==> src/rtl/irqagg_pkg.sv <==
package irqagg_pkg;

    // Register selectors, word index = byte offset / 4
    localparam logic [2:0] SEL_CTL = 3'd0;
    localparam logic [2:0] SEL_ENA = 3'd1;
    localparam logic [2:0] SEL_STS = 3'd2;
    localparam logic [2:0] SEL_CLR = 3'd3;
    localparam logic [2:0] SEL_SNS = 3'd4;

    // Control word bit positions
    localparam int GIE_BIT  = 31;
    localparam int EDGE_BIT = 30;

    // Per-line capture state
    typedef enum logic {
        SRC_IDLE = 1'b0,
        SRC_PEND = 1'b1
    } src_state_e;

endpackage

==> src/rtl/irqagg_sync.sv <==
module irqagg_sync #(
    parameter int WIDTH  = 18,
    parameter int STAGES = 2
) (
    input  logic             clk_i,
    input  logic             rst_ni,
    input  logic [WIDTH-1:0] async_i,
    output logic [WIDTH-1:0] sync_o
);
    logic [WIDTH-1:0] stage_q [STAGES];

    generate
        for (genvar s = 0; s < STAGES; s++) begin : g_stage
            if (s == 0) begin : g_first
                always_ff @(posedge clk_i or negedge rst_ni) begin
                    if (!rst_ni) stage_q[0] <= '0;
                    else         stage_q[0] <= async_i;
                end
            end else begin : g_next
                always_ff @(posedge clk_i or negedge rst_ni) begin
                    if (!rst_ni) stage_q[s] <= '0;
                    else         stage_q[s] <= stage_q[s-1];
                end
            end
        end
    endgenerate

    assign sync_o = stage_q[STAGES-1];

endmodule

==> src/rtl/irqagg_srcfsm.sv <==
module irqagg_srcfsm
    import irqagg_pkg::*;
(
    input  logic clk_i,
    input  logic rst_ni,
    input  logic line_i,
    input  logic sense_i,
    input  logic edge_mode_i,
    input  logic clr_i,
    output logic pend_o
);
    src_state_e state_q, state_d;
    logic       prev_act_q;
    logic       act;
    logic       rise;

    // sense bit 1 = active-high, 0 = active-low
    assign act  = sense_i ? line_i : ~line_i;
    assign rise = act & ~prev_act_q;

    always_ff @(posedge clk_i or negedge rst_ni) begin
        if (!rst_ni) prev_act_q <= 1'b0;
        else         prev_act_q <= act;
    end

    // Next-state logic
    always_comb begin
        state_d = state_q;
        unique case (state_q)
            SRC_IDLE: begin
                if (edge_mode_i) begin
                    if (rise) state_d = SRC_PEND;        // arm on transition
                end else begin
                    if (act)  state_d = SRC_PEND;        // arm on level
                end
            end
            SRC_PEND: begin
                if (edge_mode_i) begin
                    if (clr_i && !rise) state_d = SRC_IDLE;  // release, set wins
                end else begin
                    if (!act) state_d = SRC_IDLE;            // release on level
                end
            end
            default: state_d = SRC_IDLE;
        endcase
    end

    // State register
    always_ff @(posedge clk_i or negedge rst_ni) begin
        if (!rst_ni) state_q <= SRC_IDLE;
        else         state_q <= state_d;
    end

    // Output process
    always_comb begin
        pend_o = (state_q == SRC_PEND);
    end


    edge_hold_chk: assert property (@(posedge clk_i) disable iff (!rst_ni)
        (edge_mode_i && pend_o && !clr_i) |=> pend_o);


    level_track_chk: assert property (@(posedge clk_i) disable iff (!rst_ni)
        (!edge_mode_i) |=> (pend_o == $past(act)));


    set_wins_chk: assert property (@(posedge clk_i) disable iff (!rst_ni)
        (edge_mode_i && clr_i && act && !prev_act_q) |=> pend_o);

endmodule

==> src/rtl/irqagg_regs.sv <==
module irqagg_regs
    import irqagg_pkg::*;
#(
    parameter int NSRC   = 18,
    parameter int ADDR_W = 5
) (
    input  logic              clk_i,
    input  logic              rst_ni,
    input  logic              wr_en_i,
    input  logic              rd_en_i,
    input  logic [ADDR_W-1:0] addr_i,
    input  logic [31:0]       wdata_i,
    input  logic [NSRC-1:0]   status_i,
    output logic [31:0]       rdata_o,
    output logic              gie_o,
    output logic              edge_o,
    output logic [NSRC-1:0]   ena_o,
    output logic [NSRC-1:0]   sense_o,
    output logic [NSRC-1:0]   clr_o
);
    localparam int IDX_W = ADDR_W - 2;
    localparam logic [31:0] VALID_MASK = (NSRC >= 32) ? 32'hFFFF_FFFF
                                                      : ((32'd1 << NSRC) - 32'd1);

    logic [IDX_W-1:0] idx;
    logic             gie_q, edge_q;
    logic [NSRC-1:0]  ena_q, sense_q;
    logic [31:0]      rd_mux;
    logic [31:0]      rdata_q;
    logic             unused_bits;

    assign idx = addr_i[ADDR_W-1:2];
    assign unused_bits = ^{addr_i[1:0], wdata_i};

    // write decode
    always_ff @(posedge clk_i or negedge rst_ni) begin
        if (!rst_ni) begin
            gie_q   <= 1'b0;
            edge_q  <= 1'b0;
            ena_q   <= '0;
            sense_q <= '0;
        end else if (wr_en_i) begin
            if (idx == IDX_W'(SEL_CTL)) begin
                gie_q  <= wdata_i[GIE_BIT];
                edge_q <= wdata_i[EDGE_BIT];
            end
            if (idx == IDX_W'(SEL_ENA)) ena_q   <= wdata_i[NSRC-1:0];
            if (idx == IDX_W'(SEL_SNS)) sense_q <= wdata_i[NSRC-1:0];
        end
    end

    // clear pulse only on a write to the clear window
    always_comb begin
        clr_o = '0;
        if (wr_en_i && idx == IDX_W'(SEL_CLR)) clr_o = wdata_i[NSRC-1:0];
    end

    // read mux, unused bits read 0
    always_comb begin
        rd_mux = '0;
        if (idx == IDX_W'(SEL_CTL)) begin
            rd_mux[GIE_BIT]  = gie_q;
            rd_mux[EDGE_BIT] = edge_q;
        end else if (idx == IDX_W'(SEL_ENA)) begin
            rd_mux[NSRC-1:0] = ena_q;
        end else if (idx == IDX_W'(SEL_STS)) begin
            rd_mux[NSRC-1:0] = status_i;
        end else if (idx == IDX_W'(SEL_SNS)) begin
            rd_mux[NSRC-1:0] = sense_q;
        end
    end

    always_ff @(posedge clk_i or negedge rst_ni) begin
        if (!rst_ni)      rdata_q <= '0;
        else if (rd_en_i) rdata_q <= rd_mux;
    end

    assign rdata_o = rdata_q;
    assign gie_o   = gie_q;
    assign edge_o  = edge_q;
    assign ena_o   = ena_q;
    assign sense_o = sense_q;


    upper_zero_chk: assert property (@(posedge clk_i) disable iff (!rst_ni)
        (rd_en_i && (idx == IDX_W'(SEL_ENA) || idx == IDX_W'(SEL_SNS)))
        |=> ((rdata_o & ~VALID_MASK) == 32'd0));


    status_ro_chk: assert property (@(posedge clk_i) disable iff (!rst_ni)
        (wr_en_i && idx == IDX_W'(SEL_STS))
        |=> ($stable(ena_q) && $stable(sense_q) && $stable(gie_q) && $stable(edge_q)));


    clr_reads_zero_chk: assert property (@(posedge clk_i) disable iff (!rst_ni)
        (rd_en_i && idx == IDX_W'(SEL_CLR)) |=> (rdata_o == 32'd0));

endmodule

==> src/rtl/irqagg_top.sv <==
module irqagg_top
    import irqagg_pkg::*;
#(
    parameter int NSRC        = 18,
    parameter int SYNC_STAGES = 2
) (
    input  logic            clk_i,
    input  logic            rst_ni,
    input  logic [NSRC-1:0] req_i,
    input  logic            wr_en_i,
    input  logic            rd_en_i,
    input  logic [4:0]      addr_i,
    input  logic [31:0]     wdata_i,
    output logic [31:0]     rdata_o,
    output logic            irq_o
);
    logic [NSRC-1:0] line_sync;
    logic [NSRC-1:0] status;
    logic [NSRC-1:0] ena, sense, clr;
    logic            gie, edge_mode;

    irqagg_sync #(.WIDTH(NSRC), .STAGES(SYNC_STAGES)) u_sync (
        .clk_i   (clk_i),
        .rst_ni  (rst_ni),
        .async_i (req_i),
        .sync_o  (line_sync)
    );

    irqagg_regs #(.NSRC(NSRC), .ADDR_W(5)) u_regs (
        .clk_i    (clk_i),
        .rst_ni   (rst_ni),
        .wr_en_i  (wr_en_i),
        .rd_en_i  (rd_en_i),
        .addr_i   (addr_i),
        .wdata_i  (wdata_i),
        .status_i (status),
        .rdata_o  (rdata_o),
        .gie_o    (gie),
        .edge_o   (edge_mode),
        .ena_o    (ena),
        .sense_o  (sense),
        .clr_o    (clr)
    );

    generate
        for (genvar i = 0; i < NSRC; i++) begin : g_src
            irqagg_srcfsm u_fsm (
                .clk_i       (clk_i),
                .rst_ni      (rst_ni),
                .line_i      (line_sync[i]),
                .sense_i     (sense[i]),
                .edge_mode_i (edge_mode),
                .clr_i       (clr[i]),
                .pend_o      (status[i])
            );
        end
    endgenerate

    // merged level output
    always_comb begin
        irq_o = gie & (|(ena & status));
    end


    gate_off_chk: assert property (@(posedge clk_i) disable iff (!rst_ni)
        (!gie) |-> !irq_o);


    irq_pending_chk: assert property (@(posedge clk_i) disable iff (!rst_ni)
        (!irq_o) |-> (!gie || ((ena & status) == '0)));

endmodule

==> config.mk <==
export PLATFORM = sky130hd
export DESIGN_NAME = irqagg_top
export DESIGN_NICKNAME = d
export VERILOG_FILES = /design/src/rtl/irqagg_pkg.sv /design/src/rtl/irqagg_sync.sv /design/src/rtl/irqagg_srcfsm.sv /design/src/rtl/irqagg_regs.sv /design/src/rtl/irqagg_top.sv
export SDC_FILE = /design/constraint.sdc
export NUM_CORES = 1
export LEC_CHECK = 0
export BUFFER_PORTS_ARGS = -buffer_cell sky130_fd_sc_hd__buf_4
export CAP_MARGIN = 15
export CORE_MARGIN = 1.5
export CORE_UTILIZATION = 45
export CTS_CLUSTER_SIZE = 20
export DETAILED_ROUTE_END_ITERATION = 7
export PLACE_DENSITY = 0.7
export SLEW_MARGIN = 10
export SYNTH_ARGS = -nofsm -noshare
export SYNTH_HDL_FRONTEND = slang
export SYNTH_HIERARCHICAL = 1
export SYNTH_SLANG_ARGS = --single-unit
export TNS_END_PERCENT = 30
==> constraint.sdc <==
create_clock -name clk_i -period 1.3 [get_ports clk_i]
set_input_delay 0.065 -clock clk_i [delete_from_list [all_inputs] [get_ports clk_i]]
set_output_delay 0.065 -clock clk_i [all_outputs]
set_load 0.05 [all_outputs]
# Yosys cells after proc, flatten, opt, wreduce, memory -nomap -nowiden
# Cells that the tools add are included.
[totals] word_cells=295 out_inout_bits=33 input_bits=59 regBits=130
[classes] bitwise_logic=74 reduce_logical=42 mux=132 eq_ne=4
[ops] operator="$mux W1" n=108
[ops] operator="$mux W18" n=5
[ops] operator="$not A1 Y1" n=54
[ops] operator="$pmux W1 S2" n=18
[ops] operator="$and A1 B1 Y1" n=19
[ops] operator="$logic_and A1 B1 Y1" n=19
[ops] operator="$and A18 B18 Y18" n=1
[ops] operator="$logic_not A1 Y1" n=18
[ops] operator="$reduce_or A18 Y1" n=1
[ops] operator="$eq A3 B2 Y1 const B" n=2
[ops] operator="$reduce_and A2 Y1" n=3
[ops] operator="$eq A3 B1 Y1 const B" n=1
[ops] operator="$eq A3 B3 Y1 const B" n=1
[ops] operator="$logic_not A3 Y1" n=1
[ops] operator="$mux W2" n=1

# Logic depth before layout (Yosys ltp)
# Gate-level depths: netlist of the first run.
[logic_depth] depth_word=8 depth_mapped=7 ltp_nobuf=4

# Hierarchy
# Netlist of the first run, hierarchy kept.
[by_module_without_submodules] module="irqagg_regs" cells_each=256 instances=1 area_per_inst_um2=3075.4
[by_module_without_submodules] module="irqagg_srcfsm" cells_each=6 instances=18 area_per_inst_um2=76.3
[by_module_without_submodules] module="irqagg_sync" cells_each=54 instances=1 area_per_inst_um2=1036.0
[by_module_without_submodules] module="irqagg_top" cells_each=12 instances=1 area_per_inst_um2=108.9

# Worst setup path after synthesis of the first run
# No wires, ideal clock.
[synth_path] path_type="register -> output" startpoint="reg u_regs.ena_q[9], in the netlist u_regs/ena_o[9]" endpoint="out irq_o" path_buffers=0 stages_incl_launch_ff=5 arrival_time_ps=1222 slack_ps=13 path_cell_list="dfrtp_1 -> a22o_1 -> a221oi_2 -> nand4_1 -> o21a_1"
[synth_between] elab_chain_cells=3
[synth_lines] element="start: declaration" line="irqagg_regs.sv:27" rtl="logic [NSRC-1:0] ena_q, sense_q;"
[synth_lines] element="start signal: assignment" line="irqagg_regs.sv:47" rtl="if (idx == IDX_W'(SEL_ENA)) ena_q <= wdata_i[NSRC-1:0];"
[synth_lines] element="$and A18 B18 Y18" line="irqagg_top.sv:61" rtl="irq_o = gie & (|(ena & status));"
[synth_lines] element="$reduce_or A18 Y1" line="irqagg_top.sv:61"
[synth_lines] element="$and A1 B1 Y1" line="irqagg_top.sv:61"
[synth_lines] element="end: declaration" line="irqagg_top.sv:15" rtl="output logic irq_o"
# No other way between the ends.

# Final worst setup path of the first run
# Same ends and word-level chain as after synthesis.

==> results of run 1 <==
-- synth_stat cells, types with 2 or more instances --
cell type | instances | area [µm²]
buf_4 | 34 | 255.2
a211oi_1 | 18 | 135.1
mux2_4 | 20 | 300.3
a32o_1 | 18 | 180.2
nor4bb_1 | 18 | 180.2
nand2_1 | 19 | 71.32
inv_1 | 21 | 78.83
buf_6 | 4 | 45.04
a22oi_1 | 4 | 30.03
nor3b_4 | 2 | 37.54
and2_1 | 18 | 112.6
clkbuf_1 | 8 | 30.03
nand3_1 | 3 | 15.01
buf_2 | 6 | 30.03
a2111oi_0 | 18 | 157.7
nor2_1 | 18 | 67.56
mux2_2 | 18 | 202.7
a221oi_2 | 2 | 30.03
a22o_1 | 2 | 17.52
dfrtp_1 | 130 | 3253
and4bb_1 | 2 | 25.02
a21oi_1 | 18 | 90.09
o21ai_0 | 2 | 10.01
xnor2_1 | 18 | 157.7
-- critical path, stage by stage, from the launching register on --
cell	delay, ns
dfrtp_1	0.37
a22o_1	0.25
a221oi_2	0.24
nand4_1	0.13
o21a_1	0.21
buf_6	0.16
-- routing by layer --
metal	vias up	part of all wire, %	global-route usage [%]
met4	0	1.1	7.667
met2	143	48	33.57
met3	12	5.7	4.976
met1	1943	45	29.78
met5	-	0	0
li1	1743	-	-
-- how the worst min path moves through the flow --
stage,from,to,slack [ns]
finish,wr_en_i,u_regs/gie_o,0.07
global route,wr_en_i,u_regs/gie_o,0.07
CTS,wr_en_i,u_regs/gie_o,0.06
detailed placement,rst_ni,g_src[5].u_fsm/prev_act_q,-0.02
global placement,rst_ni,g_src[5].u_fsm/prev_act_q,-0.02
floorplan,rst_ni,g_src[0].u_fsm/pend_o,-0.23
-- cells by family after synthesis --
family | count (synthesis) | share of synthesized area (%)
flops | 130 | 58.15
compound gates | 84 | 11.99
simple gates | 84 | 9.685
buf+inv | 75 | 8.298
mux | 38 | 8.991
xor+xnor | 18 | 2.818
other cells | 1 | 0.06703
-- cells in the final DEF, fill, tap and decap left out, types with 2 or more instances in the layout --
cell type / Yosys / routed
nand2_1: 19 / 19
buf_12: 1 / 5
buf_4: 34 / 95
clkbuf_16: 0 / 17
clkinv_2: 0 / 3
nor4bb_1: 18 / 16
a22o_1: 2 / 2
nor2_1: 18 / 18
clkbuf_8: 0 / 6
a22oi_1: 4 / 4
a2111oi_0: 18 / 8
xnor2_1: 18 / 18
mux2_2: 18 / 18
a21oi_1: 18 / 18
a221oi_2: 2 / 2
a211oi_1: 18 / 18
a2111oi_1: 0 / 10
and4bb_1: 2 / 2
inv_1: 21 / 21
mux2_4: 20 / 20
dlygate4sd3_1: 0 / 39
a32o_1: 18 / 18
nand3_1: 3 / 3
nor3b_4: 2 / 2
o21ai_0: 2 / 2
and2_1: 18 / 18
dfrtp_1: 130 / 130
conb_1: 1 / 12
bufinv_16: 0 / 2
-- per-stage QoR --
step           hold WS (ns)  utilization [%]  instance area [µm²]
6_report            0.07352            60.49                 7296
4_1_cts             0.06277            60.21                 7262
3_5_place_dp       -0.02304            52.07                 6281
3_3_place_gp       -0.02219            52.07                 6281
2_1_floorplan       -0.2306                -                 5635
5_1_grt             0.06948            60.49                 7296
-- report_power, final --
group	internal [mW]	switching [mW]
combinational	1.32	1.22
clock	3.08	1.59
sequential	4.83	0.615
total	9.23	3.42
-- state kept, by name (all words and copies together), names as in the netlist --
| name | count |
|---|---|
| u_sync/stage_q | 18 |
| u_regs/sense_o | 18 |
| u_regs/ena_o | 18 |
| g_src.u_fsm/prev_act_q | 18 |
| u_regs/rdata_o | 20 |
| u_regs/edge_o | 1 |
| u_regs/gie_o | 1 |
| u_sync/sync_o | 18 |
| g_src.u_fsm/pend_o | 18 |
-- area by class of cell --
class | instances | share of cell area, %
inverters | 21 | 1.080
repair buffers | 140 | 16.65
well taps | 168 | 2.881
clock inverters | 5 | 1.029
clock buffers | 24 | 7.014
flip-flops and latches | 130 | 44.59
multi-input cells | 236 | 26.75
-- what timing repair did --
action,4_1_cts,5_1_grt
endpoints found under the hold margin,186,0
gates resized for setup,1,13
setup endpoints to repair,1,12
pin swaps,2,6
hold buffers,39,0
==> results_dict.tcl, run 1 <==
set metrics [dict create \
    status "finished, violations left" \
    violations "setup timing" \
    fillers 976 \
    finalSetupViolations 1 \
    std_cell_rows 40 \
    max_freq_mhz 541.3 \
    crit_type "reg -> out" \
    drv_cap 0 \
    synthArstFlopShare_pct 100.0 \
    synth_edf_count 0 \
    avgRoutedWirePerCell_um 17.76 \
    grt_use_total_pct 21.59 \
    core_area_um2 12060 \
    min_period_ns 1.848 \
    numPortBuffers 65 \
    required_ns 1.24 \
    dp_slack_ns -0.1586 \
    first_global_vias 3957 \
    worst_r2r_path_depth 3 \
    antenna_found_initial 0 \
    arrival_ns 1.78 \
    drt_iter0_drc 323 \
    gr-total-overflow 0 \
    die_width_um 114.5 \
    tightest_slew_ns 0.8728 \
    critPathMaxFanout 2 \
    grt_pass1_wl_mm 21.06 \
    multi_input_area_um2 1952 \
    final_layout_size_suffix_gt1_share_pct 31.65 \
    clk_pin_slew_ns 0.05 \
    htree_num_levels 4 \
    avgSynthCellArea_um2 13.01 \
    dpl.hpwl_mm 8.387 \
    syn_inst 430 \
    wl_mm 12.86 \
    syn_area_um2 5594 \
    p_leak_nw 3.197 \
    firstDrtPassIters 5 \
    postCtsSetupRepairBufs 0 \
    startpoint_type "register" \
    dp_cells 656 \
    die-area_um2 13110 \
    rsz0062_at_grt "true" \
    io_pins 92 \
    drc 0 \
    fin_crit_sh_pct 142.1 \
    yosysUniqueCellTypes 33 \
    layout.cells.non_filler 724 \
    cts_buffers 17 \
    ff2ff_setup_slack_ns 0.06 \
    nets 605 \
    crit_start "u_regs/ena_o[9]" \
    cp-end-kind "primary output" \
    tns_ns -0.5476 \
    insertion_delay_ns 0.41 \
    hold_viol 0 \
    worstReg2RegEnd "u_regs/rdata_o[2]" \
    initial_utilization_pct 46.38 \
    hp-class "in -> reg" \
    synth-seq-cells 130 \
    setup_ws_ns -0.5476 \
    drv_slew 0 \
    synthFlopType "dfrtp_1" \
    min_path_cells 3 \
    ys_seq_area_share_pct 58.15 \
    ant_nets 0 \
    vias_per_cell 5.305 \
    diodes 0 \
    maxSlewHeadroom_pct 41.75 \
    clock_sink_count 130 \
    seq_area_um2 3253 \
    cts_root_buf "clkbuf_16" \
    grt_max_degree 56 \
    peakVddDrop_v 0.001233 \
    cts_tree "built" \
    vias 3841 \
    ys_warn_count 6 \
    power_mw 12.65 \
    die-height_um 114.5 \
    clock_skew_ns 0.01050 \
    cp-endpoint "irq_o" \
    power.density_nw_per_um2 1734 \
    syn2layout_area_growth_pct 30.42 \
    gp_congestion 0.8017 \
    r2r_start "g_src[2].u_fsm/pend_o" \
    cts_max_path_buffers 2 \
]
Note: power is estimated with default switching activity, not from simulation.
==> run 2, diff against run 1 <==
Settings changed: CORE_MARGIN 1.5 to 5.
==> results_dict.tcl, run 2 (same netlist as run 1, synthesis figures left out) <==
set metrics [dict create \
    vias_per_cell 5.295 \
    gr-total-overflow 0 \
    clock_sink_count 130 \
    syn2layout_area_growth_pct 31.49 \
    maxSlewHeadroom_pct 45.94 \
    io_pins 92 \
    final_cell_mix "130 x dfrtp_1, 104 x buf_4, 39 x dlygate4sd3_1, 21 x inv_1, 20 x mux2_4" \
    gp_congestion 0.8330 \
    grt_max_degree 46 \
    htree_num_levels 4 \
    initial_utilization_pct 46.19 \
    cts_max_path_buffers 2 \
    cts_tree "built" \
    cts_root_buf "clkbuf_16" \
    std_cell_rows 40 \
    arrival_ns 1.86 \
    final_common_cell "dfrtp_1" \
    power.density_nw_per_um2 1767 \
    die-area_um2 14760 \
    multi_input_area_um2 1923 \
    first_global_vias 4031 \
    core_area_um2 12110 \
    tns_ns -0.6252 \
    finalSetupViolations 1 \
    violations "setup timing" \
    cts_buffers 17 \
    hold_viol 0 \
    avgRoutedWirePerCell_um 17.87 \
    vias 3892 \
    seq_area_um2 3253 \
    status "finished, violations left" \
    drv_slew 0 \
    peakVddDrop_v 0.0008753 \
    cp-end-kind "primary output" \
    layout.cells.non_filler 735 \
    worst_hold_slack_ns 0.05356 \
    wl_mm 13.13 \
    dp_cells 664 \
    firstDrtPassIters 4 \
    p_leak_nw 3.239 \
    fillers 968 \
    largest_reg_flops 20 \
    startpoint_type "register" \
    diodes 0 \
    setup_ws_ns -0.6252 \
    rsz0062_at_grt "true" \
    drv_cap 0 \
    max_freq_mhz 519.4 \
    numPortBuffers 65 \
    min_period_ns 1.925 \
    drc 0 \
    tightest_slew_ns 0.8100 \
    grt_pass1_wl_mm 21.49 \
    antenna_found_initial 0 \
    dpl.hpwl_mm 8.842 \
    insertion_delay_ns 0.42 \
    clock_skew_ns 0.006391 \
    clk_pin_slew_ns 0.05 \
    crit_type "reg -> out" \
    fin_crit_sh_pct 148.1 \
    nets 613 \
    fin_util_pct 60.73 \
    die-height_um 121.5 \
    power_mw 13.00 \
    final_layout_size_suffix_gt1_share_pct 32.63 \
    drt_iter0_drc 256 \
    die_width_um 121.5 \
    hp-class "in -> reg" \
    critPathMaxFanout 2 \
    ant_nets 0 \
    required_ns 1.24 \
    grt_use_total_pct 19.04 \
    postCtsSetupRepairBufs 0 \
]
[run 2: path summary, 6_finish.rpt]
kind / startpoint / to / slack [ns] / depth (start not counted)
worst min-delay path: wr_en_i / u_regs/gie_o / 0.05 / 3
worst max-delay path: u_regs/ena_o[9] / irq_o / -0.63 / 5
min in group asynchronous: rst_ni / u_sync/sync_o[16] / 0.07 / 2
max in group asynchronous: rst_ni / u_sync/stage_q[23] / 0.65 / 3
worst min register to register: u_sync/stage_q[34] / u_sync/sync_o[16] / 0.34 / 0
worst max register to register: g_src[17].u_fsm/pend_o / u_regs/rdata_o[17] / 0.01 / 4
[run 2: cell type report]
cell class	instances	area share [%]
Clock inverter	11	2.143
Multi-Input combinational cell	236	26.14
Tap cell	168	2.858
Inverter	21	1.072
Clock buffer	21	6.396
Timing Repair Buffer	148	17.16
Sequential cell	130	44.23
[run 2: stage by stage]
step	instance area [µm²]	setup WS [ns]
2_1_floorplan	5635	0.01258
3_3_place_gp	6329	-0.2052
3_5_place_dp	6329	-0.1945
4_1_cts	7351	-0.6307
5_1_grt	7356	-0.7133
6_report	7356	-0.6252
[run 2: repair_timing]
item | 4_1_cts | 5_1_grt
pin swaps | 3 | 4
hold buffers | 39 | 0
gates resized for setup | 1 | 4
endpoints found under the setup margin | 2 | 7
hold endpoints to repair | 186 | 0
[run 2: critical path, cell delays in order (launching register included)]
cell and delay [ns]:
dfrtp_1 0.37, a22o_1 0.25, a221oi_2 0.24, nand4_1 0.21, o21a_1 0.23, buf_6 0.15
[run 2: metal layers]
layer	wire length [µm]	track usage [%]	vias up
met4	324	7.843	0
met5	0	0	-
li1	-	-	1766
met2	6250	28.98	169
met3	770	4.615	25
met1	5785	26.13	1932
[run 2: where the power goes]
part | total (mW) | switching [mW] | internal [mW]
clock | 4.98 | 1.65 | 3.34
sequential | 5.41 | 0.589 | 4.82
combinational | 2.60 | 1.24 | 1.37
total | 13.0 | 3.47 | 9.53
==> run 3, diff against run 2 <==
Settings changed: RECOVER_POWER set to 100, SKIP_LAST_GASP set to 1.
==> results_dict.tcl, run 3 (same netlist as run 1, synthesis figures left out) <==
set metrics [dict create \
    status "finished, violations left" \
    violations "setup timing" \
    min_period_ns 1.924 \
    cts_root_buf "clkbuf_16" \
    drc 0 \
    htree_num_levels 4 \
    p_leak_nw 3.144 \
    fillers 998 \
    whs_endpoint "u_regs/gie_o" \
    cts_tree "built" \
    ant_nets 0 \
    drt_iter0_drc 325 \
    syn2layout_area_growth_pct 28.36 \
    fin_crit_sh_pct 148.0 \
    grt_pass1_wl_mm 21.49 \
    die_width_um 121.5 \
    first_global_vias 4031 \
    setup_ws_ns -0.6244 \
    avgRoutedWirePerCell_um 17.95 \
    cp-end-kind "primary output" \
    initial_utilization_pct 46.19 \
    r2r_start "g_src[2].u_fsm/pend_o" \
    drv_slew 0 \
    grt_use_total_pct 19.04 \
    drv_cap 0 \
    gp_congestion 0.8330 \
    vias_per_cell 5.238 \
    fin_util_pct 59.29 \
    dp_slack_ns -0.1945 \
    arrival_ns 1.86 \
    finalSetupViolations 17 \
    peakVddDrop_v 0.0008717 \
    startpoint_type "register" \
    wl_mm 13.19 \
    insertion_delay_ns 0.41 \
    hp-class "in -> reg" \
    ff2ff_setup_slack_ns -0.02 \
    max_freq_mhz 519.6 \
    postCtsSetupRepairBufs 0 \
    hold_viol 0 \
    largest_reg_flops 20 \
    dp_cells 664 \
    io_pins 92 \
    power_mw 12.82 \
    antenna_found_initial 0 \
    clock_sink_count 130 \
    min_path_cells 3 \
    clock_skew_ns 0.004353 \
    diodes 0 \
    cts_max_path_buffers 2 \
    core_area_um2 12110 \
    numPortBuffers 65 \
    rsz0062_at_grt "true" \
    required_ns 1.24 \
    dpl.hpwl_mm 8.842 \
    final_common_cell "dfrtp_1" \
    crit_type "reg -> out" \
    layout.cells.non_filler 735 \
    vias 3850 \
    final_layout_size_suffix_gt1_share_pct 28.57 \
    gr-total-overflow 0 \
    std_cell_rows 40 \
    die-height_um 121.5 \
    grt_max_degree 46 \
    cts_buffers 17 \
    worstReg2RegEnd "u_regs/rdata_o[2]" \
    power.density_nw_per_um2 1786 \
    clk_pin_slew_ns 0.05 \
    maxSlewHeadroom_pct 24.88 \
    final_cell_mix "130 x dfrtp_1, 58 x buf_4, 39 x dlygate4sd3_1, 23 x clkbuf_2, 21 x inv_1" \
    die-area_um2 14760 \
    worstHoldStart "wr_en_i" \
    nets 613 \
    worst_r2r_path_depth 4 \
    critPathMaxFanout 2 \
    firstDrtPassIters 4 \
    tightest_slew_ns 1.127 \
]
==> run 3: cell type report <==
type,instances,area [µm²],area share [%]
Sequential cell,130,3253,45.30
Tap cell,168,210.2,2.927
Inverter,21,78.83,1.098
Timing Repair Buffer,148,1154,16.07
Clock inverter,11,157.7,2.196
Clock buffer,21,470.5,6.552
Multi-Input combinational cell,236,1857,25.86
==> run 3: timing repair <==
item | 4_1_cts | 5_1_grt
pin swaps | 2 | 2
endpoints found under the setup margin | 2 | 8
hold buffers | 39 | 0
gates resized for setup | 1 | 1
hold endpoints to repair | 186 | 0
==> run 3: metrics by stage <==
stage                     cell area (µm²)  hold WS [ns]  setup TNS [ns]
after CTS                            7351       0.03561         -0.6391
after global placement               6329      -0.04689          -1.481
after detailed placement             6329      -0.04397          -3.016
after global routing                 7181       0.06227          -11.82
final                                7181       0.05265         -0.7066
after floorplan                      5635       -0.2306               0
==> run 3: how the worst max path moves through the flow <==
stage,from,end,slack [ns],cells after the start
6_report,u_regs/ena_o[9],irq_o,-0.62,5
5_1_grt,u_regs/ena_o[9],irq_o,-0.71,5
4_1_cts,u_regs/ena_o[9],irq_o,-0.63,5
3_5_place_dp,u_regs/ena_o[9],irq_o,-0.19,5
3_3_place_gp,u_regs/ena_o[9],irq_o,-0.21,5
2_1_floorplan,u_regs/ena_o[9],irq_o,0.01,4
==> run 3: worst max-delay path, stage by stage, from the launching register on <==
cell and delay [ns]:
dfrtp_1 0.37, a22o_1 0.25, a221oi_2 0.24, nand4_1 0.21, o21a_1 0.23, buf_6 0.15
==> run 3: metal layers <==
metal	wire (µm)	global-route usage, %	vias to the layer above
li1	-	-	1766
met5	0	0	-
met2	6218	28.98	134
met3	710	4.615	21
met4	312	7.843	0
met1	5953	26.13	1929
==> run 3: power by group <==
group / switching, mW / internal, mW / leakage [nW]
clock network: 1.65 / 3.34 / 0.312
registers: 0.577 / 4.82 / 1.54
logic: 1.23 / 1.20 / 1.29
total: 3.46 / 9.36 / 3.14
